==> config.mk <==
export PLATFORM = sky130hd
export DESIGN_NAME = cordic_engine
export DESIGN_NICKNAME = d
export VERILOG_FILES = /design/src/rtl/cordic_pkg.sv /design/src/rtl/cordic_fsm.sv /design/src/rtl/cordic_atan_rom.sv /design/src/rtl/cordic_rotator.sv /design/src/rtl/cordic_gain.sv /design/src/rtl/cordic_outfmt.sv /design/src/rtl/cordic_engine.sv
export SDC_FILE = /design/constraint.sdc
export NUM_CORES = 1
export LEC_CHECK = 0
export BUFFER_PORTS_ARGS = -buffer_cell sky130_fd_sc_hd__buf_4
export CAP_MARGIN = 30
export CORE_UTILIZATION = 55
export DETAILED_ROUTE_END_ITERATION = 10
export PLACE_DENSITY = 0.7
export RECOVER_POWER = 50
export SLEW_MARGIN = 20
export SYNTH_ARGS = -nofsm -noshare
export SYNTH_HDL_FRONTEND = slang
export SYNTH_SLANG_ARGS = --single-unit
==> constraint.sdc <==
create_clock -name clk -period 12.4 [get_ports clk]
set_input_delay 0.62 -clock clk [delete_from_list [all_inputs] [get_ports clk]]
set_output_delay 0.62 -clock clk [all_outputs]
set_load 0.01 [all_outputs]
==> src/rtl/cordic_pkg.sv <==
package cordic_pkg;

    typedef enum logic [1:0] {
        ST_IDLE,
        ST_STEP,
        ST_SCALE,
        ST_DONE
    } cordic_state_e;

    typedef enum logic {
        MODE_ROTATE = 1'b0,
        MODE_VECTOR = 1'b1
    } cordic_mode_e;

endpackage

==> src/rtl/cordic_fsm.sv <==
module cordic_fsm
    import cordic_pkg::*;
#(
    parameter int ITERS = 14,
    parameter int IDXW  = $clog2(ITERS)
) (
    input  logic            clk,
    input  logic            rst_n,
    input  logic            start,
    output logic            load,
    output logic            step,
    output logic            capture,
    output logic            busy,
    output logic            done,
    output logic [IDXW-1:0] idx
);

    cordic_state_e state_q;
    cordic_state_e state_nx;
    logic          last_step;

    assign last_step = (idx == IDXW'(ITERS - 1));

    // state register
    always_ff @(posedge clk or negedge rst_n) begin
        if (!rst_n) begin
            state_q <= ST_IDLE;
        end else begin
            state_q <= state_nx;
        end
    end

    // iteration index
    always_ff @(posedge clk or negedge rst_n) begin
        if (!rst_n) begin
            idx <= '0;
        end else if (load) begin
            idx <= '0;
        end else if (step) begin
            idx <= idx + 1'b1;
        end
    end

    // transitions
    always_comb begin
        state_nx = state_q;
        unique case (state_q)
            ST_IDLE:  if (start) state_nx = ST_STEP;
            ST_STEP:  if (last_step) state_nx = ST_SCALE;
            ST_SCALE: state_nx = ST_DONE;
            ST_DONE:  state_nx = ST_IDLE;
            default:  state_nx = ST_IDLE;
        endcase
    end

    // outputs
    always_comb begin
        load    = 1'b0;
        step    = 1'b0;
        capture = 1'b0;
        busy    = 1'b1;
        done    = 1'b0;
        unique case (state_q)
            ST_IDLE: begin
                busy = 1'b0;
                load = start;
            end
            ST_STEP:  step    = 1'b1;
            ST_SCALE: capture = 1'b1;
            ST_DONE:  done    = 1'b1;
            default:  busy    = 1'b0;
        endcase
    end

endmodule

==> src/rtl/cordic_atan_rom.sv <==
module cordic_atan_rom #(
    parameter int AW   = 16,
    parameter int IDXW = 4
) (
    input  logic [IDXW-1:0]        idx,
    output logic signed [AW-1:0]   step_ang
);

    // arctan(2^-i) in units where 2^15 = 180 degrees, for a 16-bit angle
    logic [15:0] base;

    always_comb begin
        unique case (32'(idx))
            0:       base = 16'd8192;
            1:       base = 16'd4836;
            2:       base = 16'd2555;
            3:       base = 16'd1297;
            4:       base = 16'd651;
            5:       base = 16'd326;
            6:       base = 16'd163;
            7:       base = 16'd81;
            8:       base = 16'd41;
            9:       base = 16'd20;
            10:      base = 16'd10;
            11:      base = 16'd5;
            12:      base = 16'd3;
            13:      base = 16'd1;
            default: base = 16'(32'd10430 >> idx);
        endcase
    end

    generate
        if (AW >= 16) begin : g_wide
            assign step_ang = $signed({1'b0, base}) <<< (AW - 16);
        end else begin : g_narrow
            assign step_ang = AW'(base >> (16 - AW));
        end
    endgenerate

endmodule

==> src/rtl/cordic_rotator.sv <==
module cordic_rotator #(
    parameter int W    = 18,
    parameter int AW   = 16,
    parameter int IDXW = 4
) (
    input  logic                 clk,
    input  logic                 rst_n,
    input  logic                 load,
    input  logic                 step,
    input  logic                 vec_mode,
    input  logic signed [W-1:0]  x0,
    input  logic signed [W-1:0]  y0,
    input  logic signed [AW-1:0] z0,
    input  logic [IDXW-1:0]      idx,
    input  logic signed [AW-1:0] step_ang,
    output logic signed [W-1:0]  x_q,
    output logic signed [W-1:0]  y_q,
    output logic signed [AW-1:0] z_q
);

    logic                dir_pos;
    logic signed [W-1:0] x_sh;
    logic signed [W-1:0] y_sh;
    logic signed [W-1:0] x_nx;
    logic signed [W-1:0] y_nx;
    logic signed [AW-1:0] z_nx;

    // rotation: follow the residual angle; vectoring: drive y toward zero
    assign dir_pos = vec_mode ? y_q[W-1] : (z_q > 0);

    assign x_sh = x_q >>> idx;
    assign y_sh = y_q >>> idx;

    always_comb begin
        if (dir_pos) begin
            x_nx = x_q - y_sh;
            y_nx = y_q + x_sh;
            z_nx = z_q - step_ang;
        end else begin
            x_nx = x_q + y_sh;
            y_nx = y_q - x_sh;
            z_nx = z_q + step_ang;
        end
    end

    always_ff @(posedge clk or negedge rst_n) begin
        if (!rst_n) begin
            x_q <= '0;
            y_q <= '0;
            z_q <= '0;
        end else if (load) begin
            x_q <= x0;
            y_q <= y0;
            z_q <= z0;
        end else if (step) begin
            x_q <= x_nx;
            y_q <= y_nx;
            z_q <= z_nx;
        end
    end

endmodule

==> src/rtl/cordic_gain.sv <==
module cordic_gain #(
    parameter int W     = 18,
    parameter int KW    = 16,
    parameter int KFRAC = 15,
    parameter int KVAL  = 19899
) (
    input  logic signed [W-1:0] a,
    output logic signed [W-1:0] p
);

    localparam int PW = W + KW;
    localparam logic signed [PW-1:0] KCONST = PW'(KVAL);
    localparam logic signed [PW-1:0] RND    = PW'(1) <<< (KFRAC - 1);

    logic signed [PW-1:0] prod;

    assign prod = PW'(a) * KCONST;
    assign p    = W'((prod + RND) >>> KFRAC);

endmodule

==> src/rtl/cordic_outfmt.sv <==
module cordic_outfmt #(
    parameter int W    = 18,
    parameter int FRAC = 4,
    parameter int DW   = 12
) (
    input  logic signed [W-1:0]  v,
    output logic signed [DW-1:0] q
);

    localparam int SW = W - FRAC + 1;
    localparam logic signed [W:0]    RND  = (W + 1)'(1) <<< (FRAC - 1);
    localparam logic signed [SW-1:0] QMAX = SW'((2 ** (DW - 1)) - 1);
    localparam logic signed [SW-1:0] QMIN = SW'(-(2 ** (DW - 1)));

    logic signed [W:0]    sum;
    logic signed [SW-1:0] sh;

    assign sum = {v[W-1], v} + RND;
    assign sh  = SW'(sum >>> FRAC);

    always_comb begin
        if (sh > QMAX) begin
            q = {1'b0, {(DW - 1){1'b1}}};
        end else if (sh < QMIN) begin
            q = {1'b1, {(DW - 1){1'b0}}};
        end else begin
            q = sh[DW-1:0];
        end
    end

endmodule

==> src/rtl/cordic_engine.sv <==
module cordic_engine
    import cordic_pkg::*;
#(
    parameter int DW    = 12,
    parameter int HEAD  = 2,
    parameter int FRAC  = 4,
    parameter int AW    = 16,
    parameter int ITERS = 14,
    parameter int KVAL  = 19899,
    parameter int KFRAC = 15
) (
    input  logic                 clk,
    input  logic                 rst_n,
    input  logic                 start,
    input  logic                 mode,
    input  logic signed [DW-1:0] in_x,
    input  logic signed [DW-1:0] in_y,
    input  logic signed [AW-1:0] in_ang,
    output logic                 busy,
    output logic                 done,
    output logic signed [DW-1:0] res_x,
    output logic signed [DW-1:0] res_y,
    output logic signed [AW-1:0] res_ang
);

    localparam int W    = DW + HEAD + FRAC;
    localparam int IDXW = $clog2(ITERS);

    logic            load;
    logic            step;
    logic            capture;
    logic [IDXW-1:0] idx;
    logic            mode_q;

    logic signed [W-1:0]  x_ext;
    logic signed [W-1:0]  y_ext;
    logic signed [W-1:0]  x_pre;
    logic signed [W-1:0]  x0;
    logic signed [W-1:0]  y0;
    logic signed [AW-1:0] z0;
    logic signed [AW-1:0] step_ang;
    logic signed [W-1:0]  x_q;
    logic signed [W-1:0]  y_q;
    logic signed [AW-1:0] z_q;
    logic signed [W-1:0]  x_fin;

    logic signed [W-1:0]  lane_in  [2];
    logic signed [DW-1:0] lane_out [2];

    cordic_fsm #(
        .ITERS(ITERS),
        .IDXW (IDXW)
    ) u_fsm (
        .clk    (clk),
        .rst_n  (rst_n),
        .start  (start),
        .load   (load),
        .step   (step),
        .capture(capture),
        .busy   (busy),
        .done   (done),
        .idx    (idx)
    );

    always_ff @(posedge clk or negedge rst_n) begin
        if (!rst_n) begin
            mode_q <= 1'b0;
        end else if (load) begin
            mode_q <= mode;
        end
    end

    // operands widened with headroom and fraction bits
    assign x_ext = {{HEAD{in_x[DW-1]}}, in_x, {FRAC{1'b0}}};
    assign y_ext = {{HEAD{in_y[DW-1]}}, in_y, {FRAC{1'b0}}};

    cordic_gain #(
        .W    (W),
        .KFRAC(KFRAC),
        .KVAL (KVAL)
    ) u_gain_pre (
        .a(x_ext),
        .p(x_pre)
    );

    always_comb begin
        if (cordic_mode_e'(mode) == MODE_VECTOR) begin
            x0 = x_ext;
            y0 = y_ext;
            z0 = '0;
        end else begin
            x0 = x_pre;
            y0 = '0;
            z0 = in_ang;
        end
    end

    cordic_atan_rom #(
        .AW  (AW),
        .IDXW(IDXW)
    ) u_rom (
        .idx     (idx),
        .step_ang(step_ang)
    );

    cordic_rotator #(
        .W   (W),
        .AW  (AW),
        .IDXW(IDXW)
    ) u_rot (
        .clk     (clk),
        .rst_n   (rst_n),
        .load    (load),
        .step    (step),
        .vec_mode(mode_q),
        .x0      (x0),
        .y0      (y0),
        .z0      (z0),
        .idx     (idx),
        .step_ang(step_ang),
        .x_q     (x_q),
        .y_q     (y_q),
        .z_q     (z_q)
    );

    cordic_gain #(
        .W    (W),
        .KFRAC(KFRAC),
        .KVAL (KVAL)
    ) u_gain_post (
        .a(x_q),
        .p(x_fin)
    );

    assign lane_in[0] = mode_q ? x_fin : x_q;
    assign lane_in[1] = y_q;

    for (genvar g = 0; g < 2; g++) begin : g_fmt
        cordic_outfmt #(
            .W   (W),
            .FRAC(FRAC),
            .DW  (DW)
        ) u_fmt (
            .v(lane_in[g]),
            .q(lane_out[g])
        );
    end

    always_ff @(posedge clk or negedge rst_n) begin
        if (!rst_n) begin
            res_x   <= '0;
            res_y   <= '0;
            res_ang <= '0;
        end else if (capture) begin
            res_x   <= lane_out[0];
            res_y   <= lane_out[1];
            res_ang <= z_q;
        end
    end

endmodule

==> results of run 1 <==
[routing by layer]
metal	global-route usage, %	part of all wire, %	vias up
li1	-	-	7700
met1	39.6	45	7952
met2	47.1	47	448
met3	3.67	5.6	71
met4	8.99	2.7	0
met5	0	0	-
[flip-flops by register name, indices dropped and copies added, names as in the netlist]
name	cells
u_rot.z_q	16
res_y	12
u_rot.x_q	18
u_fsm.state_q	2
res_ang	16
u_fsm.idx	4
u_rot.y_q	18
res_x	12
mode_q	1
[per-stage QoR]
step / area [um2] / worst slack, ns / hold WS [ns] / util (%) / cells
after detailed placement: 21000 / 4.40 / 0.489 / 58.8 / 2713
after CTS: 21300 / 4.39 / 0.265 / 59.7 / 2729
after global placement: 21000 / 4.66 / 0.482 / 58.8 / 2711
final: 21200 / 4.31 / 0.434 / 59.4 / 2731
after global routing: 21200 / 3.89 / 0.469 / 59.4 / 2731
after floorplan: 20000 / 5.41 / 0.324 / - / 2235
[Yosys cell counts, types with 42 or more instances]
master / n / area [um2]
a21oi_1: 179 / 896
clkbuf_1: 65 / 244
dfrtp_1: 99 / 2480
fa_1: 202 / 4040
ha_1: 288 / 3600
inv_1: 371 / 1390
nand2_1: 114 / 428
nand3_1: 42 / 210
nor2_1: 117 / 439
o21ai_0: 86 / 430
xnor2_1: 82 / 718
xor2_1: 66 / 578
[kinds of logic (layout without fill, tap and decap cells)]
kind of cell | Yosys count | after routing | synth area share (%)
XOR/XNOR | 148 | 148 | 6.49
multiplexers | 114 | 114 | 8.21
buffers and inverters | 461 | 496 | 8.84
adder cells (fa/ha/maj) | 493 | 493 | 38.4
AO/OA/AOI/OAI | 465 | 465 | 14.5
AND/OR/NAND/NOR | 455 | 455 | 11.1
flip-flops | 99 | 99 | 12.4
[worst max-delay path, cell delays in order (launching register included)]
cell      delay (ns)
dfrtp_1         0.62
ha_1            0.49
inv_1           0.09
fa_1            0.52
fa_1            0.52
inv_1           0.05
fa_1            0.48
fa_1            0.54
inv_1           0.05
fa_1            0.52
inv_1           0.04
ha_1            0.34
and2_1          0.16
and3_1          0.19
a32oi_1         0.37
nand4_1         0.29
a21boi_0        0.41
xnor2_1         0.16
mux2i_1         0.15
or3_1           0.42
nor3_1          0.42
nand4_1         0.15
a32oi_1         0.77
o22a_1          0.27
[final cells by class]
type | count | share of cell area [%]
Clock buffer | 9 | 1.06
Clock inverter | 7 | 0.431
Inverter | 374 | 6.63
Multi-Input combinational cell | 1675 | 74.3
Sequential cell | 99 | 11.7
Tap cell | 461 | 2.72
Timing Repair Buffer | 106 | 3.14
[how the worst max path moves through the flow]
stage | slack, ns | endpoint | cells after the start
finish | 4.31 | res_x[4] | 23
global route | 3.89 | res_x[3] | 23
CTS | 4.39 | res_x[4] | 23
detailed placement | 4.40 | res_x[4] | 23
global placement | 4.66 | res_x[2] | 23
floorplan | 5.41 | res_x[1] | 23
==> impl_metrics.env, run 1 <==
export IMPL_cts_sinks=99
export IMPL_drt_total_wl_mm=51.4
export IMPL_multi_input_area_mm2=0.0157
export IMPL_grt_usage_pct=28.8
export IMPL_synth_edf_count=0
export IMPL_grt_overflow_total=0
export IMPL_fp_dieH_um=193
export IMPL_r2r_slack_ns=4.31
export IMPL_pin_count=86
export IMPL_drv_slew=102
export IMPL_wl_per_cell_um=18.8
export IMPL_worstSetupPathType="flip-flop to flip-flop"
export IMPL_area_delta_synth_final_pct=6.08
export IMPL_status="finished, violations left"
export IMPL_cts_buffer_depth=2
export IMPL_hpwl_mm=41.1
export IMPL_first_global_vias=15900
export IMPL_ys_seq_elements=99
export IMPL_portBuffers=85
export IMPL_core_area_mm2=0.0357
export IMPL_violations="design-rule violations, max-capacitance violations, max-slew violations"
export IMPL_h_tree_depth=3
export IMPL_crit_arrival_ns=8.41
export IMPL_antenna_found_initial=0
export IMPL_cts_setup_buffers=0
export IMPL_fin_nets=2799
export IMPL_syn_cell_area_mm2=0.0200
export IMPL_diodes=0
export IMPL_synthArstFlopShare_pct=100
export IMPL_final_cell_mix="inv_1, ha_1, fa_1, a21oi_1, nor2_1"
export IMPL_worstSetupStartpoint="u_rot.x_q[13]"
export IMPL_hp_class="primary input to flip-flop"
export IMPL_hold_viol=0
export IMPL_synthCells=2235
export IMPL_end_kind="flip-flop"
export IMPL_num_vias=16200
export IMPL_grt_max_degree=59
export IMPL_reg2reg_depth=23
export IMPL_dr_pass1_iters=8
export IMPL_setup_viol=0
export IMPL_slew_limit_headroom_pct=-106
export IMPL_drtIter0Drc=1137
export IMPL_grt_pass1_wl_mm=82.9
export IMPL_drc=2
export IMPL_finalSetupTns_ns=0
export IMPL_maxCapViolations=2
export IMPL_antenna_left=0
export IMPL_hold_buffers=0
export IMPL_cts_tree="built"
export IMPL_place_gp_congestion=0.960
export IMPL_holdCritStartpoint="in_ang[15]"
export IMPL_ys_types=77
export IMPL_rr_startpoint="u_rot.x_q[13]"
export IMPL_fmax_mhz=124
export IMPL_r2r_end="res_x[4]"
export IMPL_n_fill_cell=3195
export IMPL_die_w_um=193
export IMPL_layout_commonest_cell="inv_1"
export IMPL_layout_worst_path_cycle_share_pct=65.3
export IMPL_synth_flop_cell="dfrtp_1"
export IMPL_synth_warnings=0
export IMPL_crit_fanout=13
export IMPL_crit_required_ns=12.72
export IMPL_start_util_pct=56.0
export IMPL_fin_crit_ns=8.09
export IMPL_post_cts_resized=0
export IMPL_worstHoldPathCells=3
export IMPL_cts_clk_slew_worst_paths_ns=0.09
export IMPL_start_kind="flip-flop"
export IMPL_die_area_mm2=0.0371
export IMPL_vias_per_cell=5.92
export IMPL_rows=69
export IMPL_rsz0062_at_grt="false"
export IMPL_worstHoldEndpoint="u_rot.z_q[15]"
export IMPL_seq_area_frac_synth_pct=12.4
export IMPL_drive_gt1_share_pct=8.02
export IMPL_syn_area_per_cell_um2=8.94
export IMPL_clk_latency_ns=0.39
export IMPL_cts_made_buffers=9
export IMPL_root_buffer="clkbuf_16"
export IMPL_syn_nets=2769
export IMPL_worst_slew_pin_slew_ns=3.09
export IMPL_regArea_mm2=0.00248
export IMPL_finClkSkew_ns=0.00957
Power of run 1 is not shown: default switching activity piles up to over one toggle a cycle in this logic, so the estimate is an artifact.
==> run 2: changes to the inputs <==
Settings changed: ABC_AREA from default to 1, PLACE_DENSITY 0.7 to 0.73.
Clock period 12.4 ns to 7.3 ns, I/O delays scaled along.
==> run 2 against run 1 <==
Against the previous run: wire length grew 18%; clock skew grew 0.0037 ns; sequential cell count is the same; critical endpoint is now res_x[0]; design area grew 6.4%; area after synthesis grew 6.7%; maximum frequency grew 19%; largest cell class unchanged; the flow finishes with violations (max-capacitance violations, max-slew violations); sequential share of layout area shrank 0.71 points; first-iteration DRC count grew 17%; non-clock buffer count grew 2; critical path type unchanged; die area grew 6.6%.
==> impl_metrics.env, run 2 <==
export IMPL_layout_worst_path_cycle_share_pct=93.0
export IMPL_grt_overflow_total=0
export IMPL_layout_commonest_cell="nand2_1"
export IMPL_finClkSkew_ns=0.0133
export IMPL_yosysTopAreaCellShare_pct=19.0
export IMPL_root_buffer="clkbuf_16"
export IMPL_ys_seq_elements=99
export IMPL_drt_total_wl_mm=60.5
export IMPL_worstSetupPathType="flip-flop to flip-flop"
export IMPL_grtUsageMet1_pct=43.2
export IMPL_drv_slew=140
export IMPL_fp_dieH_um=199
export IMPL_top_regs="u_rot.x_q: 18 flops, u_rot.y_q: 18 flops"
export IMPL_slew_limit_headroom_pct=-128
export IMPL_final_cell_area_mm2=0.0225
export IMPL_rows=71
export IMPL_path_delay_family="adder cells"
export IMPL_dr_pass1_iters=5
export IMPL_die_area_mm2=0.0395
export IMPL_die_w_um=199
export IMPL_first_global_vias=19000
export IMPL_fin_nets=3565
export IMPL_pin_count=86
export IMPL_rsz0062_at_grt="false"
export IMPL_instances_no_fill=3547
export IMPL_violations="max-capacitance violations, max-slew violations"
export IMPL_diodes=0
export IMPL_crit_arrival_ns=7.08
export IMPL_syn_cell_area_mm2=0.0213
export IMPL_use_met3_pct=3.20
export IMPL_crit_required_ns=7.59
export IMPL_cts_clk_slew_worst_paths_ns=0.08
export IMPL_syn_area_per_cell_um2=7.16
export IMPL_hp_class="primary input to flip-flop"
export IMPL_h_tree_depth=3
export IMPL_area_delta_synth_final_pct=5.77
export IMPL_cp_common_cell="nand2_1"
export IMPL_synth_flop_cell="dfrtp_1"
export IMPL_dp_cells=3529
export IMPL_synth_commonest_cells="nand2_1, inv_1, ha_1"
export IMPL_synthCells=2977
export IMPL_n_fill_cell=3712
export IMPL_status="finished, violations left"
export IMPL_vias_per_cell=5.45
export IMPL_worstHoldPathCells=3
export IMPL_final_cell_mix="nand2_1, inv_1, ha_1, nor2_1, fa_1"
export IMPL_portBuffers=85
export IMPL_fmax_mhz=147
export IMPL_worst_slew_pin_slew_ns=3.42
export IMPL_wl_per_cell_um=17.1
export IMPL_pre_cts_ws_ns=0.499
export IMPL_cts_buffer_depth=2
export IMPL_hpwl_mm=50.7
export IMPL_drive_gt1_share_pct=6.79
export IMPL_cp_slowest_cell="dfrtp_1"
export IMPL_grt_pass1_wl_mm=97.5
export IMPL_drtIter0Drc=1325
export IMPL_cts_tree="built"
export IMPL_place_gp_congestion=0.977
export IMPL_grt_max_degree=66
export IMPL_antenna_left=0
export IMPL_cts_setup_buffers=0
export IMPL_fin_crit_ns=6.79
export IMPL_grt_util_met2_pct=52.9
export IMPL_start_util_pct=56.2
export IMPL_end_kind="flip-flop"
export IMPL_synth_warnings=0
export IMPL_start_kind="flip-flop"
export IMPL_antenna_found_initial=0
export IMPL_critical_path_buf_inv_count=7
export IMPL_ys_types=63
export IMPL_clk_latency_ns=0.37
export IMPL_placed_cell_area_mm2=0.0224
export IMPL_synth_edf_count=0
export IMPL_reg2reg_depth=31
export IMPL_hold_viol=0
export IMPL_top_usage_layer="met2"
export IMPL_crit_fanout=11
export IMPL_path_depth=31
export IMPL_grt_usage_pct=31.5
export IMPL_setup_viol=0
export IMPL_yosysMostFrequentCell="nand2_1"
export IMPL_finalSetupTns_ns=0
export IMPL_core_area_mm2=0.0379
export IMPL_drc=0
export IMPL_ys_top_cells_by_area="fa_1, ha_1, dfrtp_1, nand2_1, inv_1"
export IMPL_syn_nets=3511
export IMPL_yosys_area_top_type="fa_1"
export IMPL_synthArstFlopShare_pct=100
export IMPL_finalWorstSetupSlack_ns=0.510
export IMPL_seq_area_frac_synth_pct=11.6
export IMPL_cts_made_buffers=9
export IMPL_num_vias=19300
export IMPL_maxCapViolations=3
export IMPL_slowest_delay_ns=0.55
export IMPL_cts_sinks=99
run 2: cell count changes after synthesis, moves of 31 or more:
| cell | previous run | this run |
|---|---|---|
| mux2_2 | 37 | 0 |
| nand2_2 | 0 | 31 |
| o21ai_0 | 86 | 120 |
| nor2_1 | 117 | 205 |
| nand2_1 | 114 | 648 |
| mux4_2 | 35 | 0 |
| inv_1 | 371 | 594 |
| clkbuf_1 | 65 | 31 |
| xnor2_1 | 82 | 33 |
| nand3_1 | 42 | 146 |
run 2: cell type report:
cell class                 instances  area, um2  area share, %
sequential                        99       2480           11.0
clock inverter                     7       57.6          0.255
clock buffer                       9        225           1.00
timing repair buffer             108        662           2.94
tap                              511        639           2.84
inverter                         620       2330           10.4
multi-input combinational       2193      16100           71.6
run 2: through the flow:
step / util [%] / hold WS (ns)
final: 59.4 / 0.258
after global routing: 59.4 / 0.302
after CTS: 59.8 / 0.249
after detailed placement: 59.0 / 0.398
after global placement: 59.0 / 0.388
after floorplan: - / 0.0694
run 2: worst register-to-register path: cells and delay by family (launching register included):
| kind | cells | cell delay (ns) |
|---|---|---|
| simple gates | 14 | 1.80 |
| buf+inv | 7 | 0.45 |
| flops | 1 | 0.55 |
| fa+ha+maj | 8 | 3.60 |
| compound gates | 2 | 0.31 |
run 2: cells by family after synthesis:
kind of cell	after synthesis	synth area share, %
fa+ha+maj	490	35.9
simple gates	1147	23.2
mux	10	0.470
xor+xnor	91	3.78
flops	99	11.6
buf+inv	685	12.7
compound gates	455	12.3
run 2: metal layers:
layer | share of wire [%] | vias up
met2 | 47 | 518
met3 | 4.5 | 89
met1 | 46 | 9207
li1 | - | 9511
met5 | 0 | -
met4 | 2.3 | 0
run 2: final timing paths:
check / start / end / slack, ns
worst max-delay path: u_rot.x_q[13] / res_x[0] / 0.51
worst min-delay path: in_ang[0] / u_rot.z_q[0] / 0.26
worst max register to register: u_rot.x_q[13] / res_x[0] / 0.51
worst min register to register: res_ang[12] / res_ang[12] / 0.48
max in group asynchronous: rst_n / u_rot.z_q[15] / 1.88
min in group asynchronous: rst_n / mode_q / 1.25
run 2: what timing repair did:
action,in CTS,in global routing
hold endpoints to repair,1,0
resized for setup,0,1
endpoints found under the setup margin,0,1
hold buffers,1,0
Power of run 2 is left out for the same reason.
